==> src/rtl/ref_edge_divider.sv <==
module ref_edge_divider #(
  parameter int RW = 4
) (
  input  logic          clk,
  input  logic          rst_n,
  input  logic          ref_in,
  input  logic          dbl_en,
  input  logic [RW-1:0] r_div,
  input  logic          cnt_rst,
  input  logic          pwr_dn,
  output logic          ref_pulse
);

  logic [2:0]    sh;
  logic          rise, fall, hit, hold, tc, armed;
  logic [RW-1:0] r_eff, cnt, r_act;

  always_ff @(posedge clk or negedge rst_n)
    if (!rst_n) sh <= '0;
    else        sh <= {sh[1:0], ref_in};

  assign rise  = sh[1] & ~sh[2];
  assign fall  = ~sh[1] & sh[2];
  assign hit   = fall | (dbl_en & rise);
  assign hold  = cnt_rst | pwr_dn;
  assign r_eff = (r_div == '0) ? RW'(1) : r_div;
  assign tc    = (cnt == r_act - RW'(1));

  always_ff @(posedge clk or negedge rst_n) begin
    if (!rst_n) begin
      cnt       <= '0;
      r_act     <= RW'(1);
      armed     <= 1'b0;
      ref_pulse <= 1'b0;
    end else begin
      armed     <= 1'b1;
      ref_pulse <= 1'b0;
      if (hold || !armed) begin
        cnt   <= '0;
        r_act <= r_eff;
      end else if (hit) begin
        if (tc) begin
          cnt       <= '0;
          r_act     <= r_eff;
          ref_pulse <= 1'b1;
        end else begin
          cnt <= cnt + RW'(1);
        end
      end
    end
  end

endmodule

==> config.mk <==
export PLATFORM = sky130hd
export DESIGN_NAME = ref_edge_divider
export DESIGN_NICKNAME = d
export VERILOG_FILES = /design/src/rtl/ref_edge_divider.sv
export SDC_FILE = /design/constraint.sdc
export NUM_CORES = 1
export LEC_CHECK = 0
export ABC_CLOCK_PERIOD_IN_PS = 3810
export BUFFER_PORTS_ARGS = -buffer_cell sky130_fd_sc_hd__buf_2
export CAP_MARGIN = 10
export CORE_MARGIN = 2
export CORE_UTILIZATION = 37
export CTS_CLUSTER_DIAMETER = 40
export CTS_CLUSTER_SIZE = 20
export DETAILED_ROUTE_END_ITERATION = 10
export REMOVE_ABC_BUFFERS = 1
export SLEW_MARGIN = 20
export SYNTH_ARGS = -nofsm -noshare
export SYNTH_HDL_FRONTEND = slang
export SYNTH_SLANG_ARGS = --single-unit
==> constraint.sdc <==
create_clock -name clk -period 3.81 [get_ports clk]
set_input_delay 0.5715 -clock clk [delete_from_list [all_inputs] [get_ports clk]]
set_output_delay 0.5715 -clock clk [all_outputs]
set_load 0.005 [all_outputs]
==> flow_metrics.tcl, run 1 <==
set metrics [dict create \
    status "finished clean" \
    period_minus_slack_ns 2.25 \
    ys_async_sr_fraction 1.00 \
    fin_crit_sh 0.590 \
    min_path_type "input port to async pin" \
    r2r_start "r_act[0]" \
    firstDrtPassIters 4 \
    coreArea_mm2 0.00154 \
    start_util 0.407 \
    io_buffers 10 \
    drive_gt1_frac 0.278 \
    htreeDepth 1 \
    skew_ns 0.00386 \
    syn_avg_cell_area_um2 10.8 \
    drv_cap 0 \
    grt_max_degree 14 \
    power.internal_w 0.000201 \
    postCtsHoldBufs 0 \
    finalHoldViolCount 0 \
    synth.area.top_cells "dfrtp_1, mux2_2, dfstp_2" \
    path_clk_slew_ns 0.07 \
    dieWidth_um 45.2 \
    p_leak_nw 0.329 \
    clock.fmax_mhz 445 \
    cp.required_ns 3.96 \
    worstPathMaxFanout 4 \
    pwr_density_cell_mw_per_mm2 361 \
    rsz0062_at_grt "false" \
    ys.flop_type "dfrtp_1" \
    ys_seq_area_frac 0.520 \
    worst-r2r-setup-slack_ns 1.56 \
    grtUsageMet1 0.156 \
    synth_area_leader_cell "dfrtp_1" \
    finalSetupTns_ns 0 \
    gp_congestion 0.738 \
    io_pins 11 \
    post_cts_resized 0 \
    dieArea_mm2 0.00204 \
    wirelength_um 935 \
    crit_start "r_act[0]" \
    ir_worst_vdd_v 0.000228 \
    ys_ff_latch 13 \
    regArea_um2 327 \
    cts_sinks 13 \
    switching_power_w 0.0000608 \
    slew_viol_final 0 \
    nets 85 \
    pwr-share-seq 0.568 \
    finalWorstSetupSlack_ns 1.56 \
    viasPerCell 4.92 \
    grt_use_met3 0.0360 \
    postSynthCellCount 58 \
    grt_use_total 0.119 \
    cp-start-kind "flip-flop" \
    synth_area_um2 628 \
    grt_pass1_wl_um 1690 \
    nFillCells 146 \
    clk_path_buf_depth 2 \
    postRouteAntennaNets 0 \
    criticalPathCategory "flip-flop to flip-flop" \
    grt_overflow 0 \
    core.rowCount 14 \
    drc 0 \
    antenna_found_initial 0 \
    place_area_um2 698 \
    grt.busiest_layer "met2" \
    total_power_w 0.000262 \
    switching_share 0.232 \
    layout_common_cells "dfrtp_1, buf_2, nand2_1" \
    multi_input_area_um2 294 \
    avgRoutedWirePerCell_um 10.6 \
    vias 433 \
    clk_latency_ns 0.26 \
    r2r-end "r_act[2]" \
    p_clk_frac 0.304 \
    dp_slack_ns 1.57 \
    layout_commonest_cell "dfrtp_1" \
    ff2ff_path_depth 7 \
    synth_warnings 0 \
    cts_made_buffers 3 \
    fin_area_um2 724 \
    post-cts-setup-buffer-count 0 \
    die_height_um 45.2 \
    synth.distinct_cells 24 \
    cp.arrival_ns 2.40 \
    synth_top_cell_area_share 0.478 \
    cts_tree "built" \
    diodes 0 \
    met2_usage 0.174 \
    drtIter0Drc 10 \
    clock_tree.root_cell "clkbuf_4" \
    grt_pass1_vias 419 \
    area_growth_pct 15.3 \
    setup_viol 0 \
    synth-edff-count 0 \
    endpoint_kind "flip-flop" \
    hpwl_um 760 \
    p_comb_frac 0.128 \
]
==> Yosys cell counts, types with 2 or more instances <==
cell type   n
xnor2_1     3
nand2_1     6
nor3_1      2
nor2_1      4
xor2_1      2
mux2i_1     2
ha_1        2
mux2_2      4
nand3_1     3
a21oi_1     4
dfrtp_1    12
inv_1       2
==> worst max path at each step <==
stage | depth (start not counted) | endpoint
3_3_place_gp | 7 | r_act[2]
4_1_cts | 7 | r_act[2]
5_1_grt | 7 | r_act[3]
3_5_place_dp | 7 | r_act[2]
6_report | 7 | r_act[2]
2_1_floorplan | 7 | r_act[1]
==> logic make-up (layout without fill, tap and decap cells) <==
family | Yosys count | in the layout | share of synthesized area
compound gates | 8 | 8 | 0.0757
simple gates | 21 | 21 | 0.173
mux | 6 | 6 | 0.104
xor+xnor | 5 | 5 | 0.0697
fa+ha+maj | 2 | 2 | 0.0398
flops | 13 | 13 | 0.520
other cells | 1 | 1 | 0.00597
buf+inv | 2 | 16 | 0.0120
==> power groups by stage <==
stage | clock network [W] | registers [W] | logic [W]
after floorplan | 0 | 0.000150 | 0.0000229
after global placement | 0 | 0.000151 | 0.0000339
after detailed placement | 0 | 0.000151 | 0.0000339
after CTS | 0.0000850 | 0.000149 | 0.0000339
after global routing | 0.0000908 | 0.000150 | 0.0000382
final | 0.0000796 | 0.000149 | 0.0000335
==> stage by stage <==
stage | util | cells | hold WS, ns
4_1_cts | 0.470 | 88 | 0.173
3_5_place_dp | 0.453 | 84 | 0.344
2_1_floorplan | - | 58 | 0.276
3_3_place_gp | 0.453 | 84 | 0.336
6_report | 0.470 | 88 | 0.173
5_1_grt | 0.470 | 88 | 0.186
==> final cells by class <==
cell class,instances,area share
flip-flops and latches,13,0.451
multi-input cells,43,0.406
repair buffers,10,0.0691
clock buffers,4,0.0363
well taps,16,0.0276
inverters,2,0.0104
==> state kept, by name, indices dropped and copies added (netlist names) <==
register and cells:
ref_pulse 1, sh 3, r_act 4, armed 1
cnt 4
==> metal layers <==
layer | part of all wire | vias to the layer above
met3 | 0.022 | 0
met5 | 0 | -
met4 | 0 | 0
met1 | 0.50 | 201
met2 | 0.48 | 4
li1 | - | 228
==> worst max-delay path: stages, from the launching register on <==
cell and delay [ns]:
dfstp_2 0.55, inv_1 0.06, ha_1 0.20, xor2_1 0.17
and3_4 0.19, a22o_1 0.26, a21oi_1 0.33, mux2_2 0.38
Power figures use the tool's default switching activity.
==> run 2, diff against run 1 <==
ABC_CLOCK_PERIOD_IN_PS = 2200   (was 3810)
clock period = 2.2 ns   (was 3.81 ns; I/O delays follow)
==> run 2 against run 1 <==
Flip-flop and latch count unchanged. First-iteration DRC count is 50% lower. Clock skew decreased by 0.0020 ns. Combinational power increased by 130%. Sequential share of layout area is 3.7 points lower. Fmax rose by 6.1%. Worst setup slack got worse by 1.5 ns. Design area grew 9.0%. Critical endpoint unchanged. Largest cell class unchanged.
==> flow_metrics.tcl, run 2 (same netlist as run 1, synthesis figures left out) <==
set metrics [dict create \
    cts_tree "built" \
    viasPerCell 5.07 \
    grt_overflow 0 \
    cp.required_ns 2.36 \
    drc 0 \
    p_leak_nw 0.353 \
    dp_slack_ns -0.0192 \
    io_pins 11 \
    dieArea_mm2 0.00204 \
    post-cts-setup-buffer-count 0 \
    ir_worst_vdd_v 0.000332 \
    post-route-util 0.512 \
    cts_made_buffers 3 \
    gp_congestion 0.695 \
    antenna_found_initial 0 \
    drtIter0Drc 5 \
    finalWorstSetupSlack_ns 0.0808 \
    grt.busiest_layer "met2" \
    reg_top3 "cnt x4, r_act x4, sh x3" \
    period_minus_slack_ns 2.12 \
    met2_usage 0.194 \
    die_height_um 45.2 \
    clock.fmax_mhz 472 \
    total_power_w 0.000475 \
    clk_latency_ns 0.27 \
    path_clk_slew_ns 0.07 \
    place_area_um2 721 \
    postRouteAntennaNets 0 \
    setup_viol 0 \
    criticalPathCategory "flip-flop to flip-flop" \
    cp.arrival_ns 2.27 \
    avgRoutedWirePerCell_um 11.5 \
    wirelength_um 1060 \
    dieWidth_um 45.2 \
    vias 466 \
    grt_pass1_vias 439 \
    grt_pass1_wl_um 1840 \
    hpwl_um 805 \
    min_path_type "input port to flip-flop" \
    htreeDepth 1 \
    grt_use_met3 0.0360 \
    grt_use_total 0.129 \
    io_buffers 10 \
    clock_tree.root_cell "clkbuf_4" \
    layout_common_cells "dfrtp_1, buf_2, nand2_1" \
    clk_path_buf_depth 2 \
    endpoint_kind "flip-flop" \
    area_growth_pct 25.7 \
    grt_max_degree 14 \
    layout_commonest_cell "dfrtp_1" \
    finalHoldViolCount 0 \
    pwr_density_cell_mw_per_mm2 602 \
    start_util 0.407 \
    drive_gt1_frac 0.368 \
    grtUsageMet1 0.167 \
    cp-start-kind "flip-flop" \
    worstPathMaxFanout 4 \
    slew_viol_final 0 \
    fin_area_um2 790 \
    diodes 0 \
    coreArea_mm2 0.00154 \
    fin_crit_sh 0.963 \
    cts_sinks 13 \
    skew_ns 0.00186 \
    firstDrtPassIters 3 \
    nets 89 \
    whs_ns 0.165 \
    drv_cap 0 \
    status "finished clean" \
    core.rowCount 14 \
]
-- run 2: changes by cell type in the layout (fill, tap and decap cells not counted) --
cell,before,now
a21oi_1,4,3
a21oi_2,0,1
buf_4,0,3
dlygate4sd3_1,0,1
ha_1,2,1
ha_4,0,1
nor2_1,4,3
nor2_2,0,1
nor4_1,1,0
nor4_2,0,1
xnor2_1,3,2
xnor2_2,0,1
-- run 2: path summary, 6_finish.rpt --
kind	startpoint	to	slack, ns	cells after the start
min in group asynchronous	rst_n	cnt[0]	0.47	2
max in group asynchronous	rst_n	r_act[0]	1.46	2
worst max-delay path	r_act[0]	r_act[2]	0.08	8
worst min-delay path	ref_in	sh[0]	0.16	1
worst max register to register	r_act[0]	r_act[2]	0.08	8
worst min register to register	sh[0]	sh[1]	0.36	0
-- run 2: worst max-delay path, stage by stage (launching register included) --
cell and delay (ns):
dfstp_2 0.53, inv_1 0.07, ha_4 0.16, xor2_1 0.17
and3_4 0.20, a22o_1 0.26, a21oi_2 0.13, buf_4 0.15
mux2_2 0.33
-- run 2: cell type report --
type	count	area, um2
Fill cell	142	752
Sequential cell	13	327
Multi-Input combinational cell	43	327
Timing Repair Buffer	14	82.6
Clock buffer	4	26.3
Tap cell	16	20.0
Inverter	2	7.51
-- run 2: metal layers --
layer  vias up  wire (um)
met1       220        510
met5         -          0
met2         4        514
li1        240          -
met3         2         21
met4         0         12
-- run 2: what timing repair did --
action	4_1_cts	5_1_grt
resized for setup	2	3
hold buffers	1	0
setup endpoints to repair	3	4
endpoints found under the hold margin	12	0
pin swaps	0	5
-- run 2: power breakdown --
| part | internal [W] | switching, W |
|---|---|---|
| Sequential | 0.000250 | 0.00000704 |
| Clock | 0.0000701 | 0.0000707 |
| Combinational | 0.0000393 | 0.0000381 |
-- run 2: through the flow --
| stage | TNS (ns) | instances |
|---|---|---|
| 6_report | 0 | 92 |
| 5_1_grt | -0.00415 | 92 |
| 4_1_cts | 0 | 92 |
| 3_5_place_dp | -0.0453 | 87 |
| 3_3_place_gp | 0 | 87 |
| 2_1_floorplan | 0 | 58 |
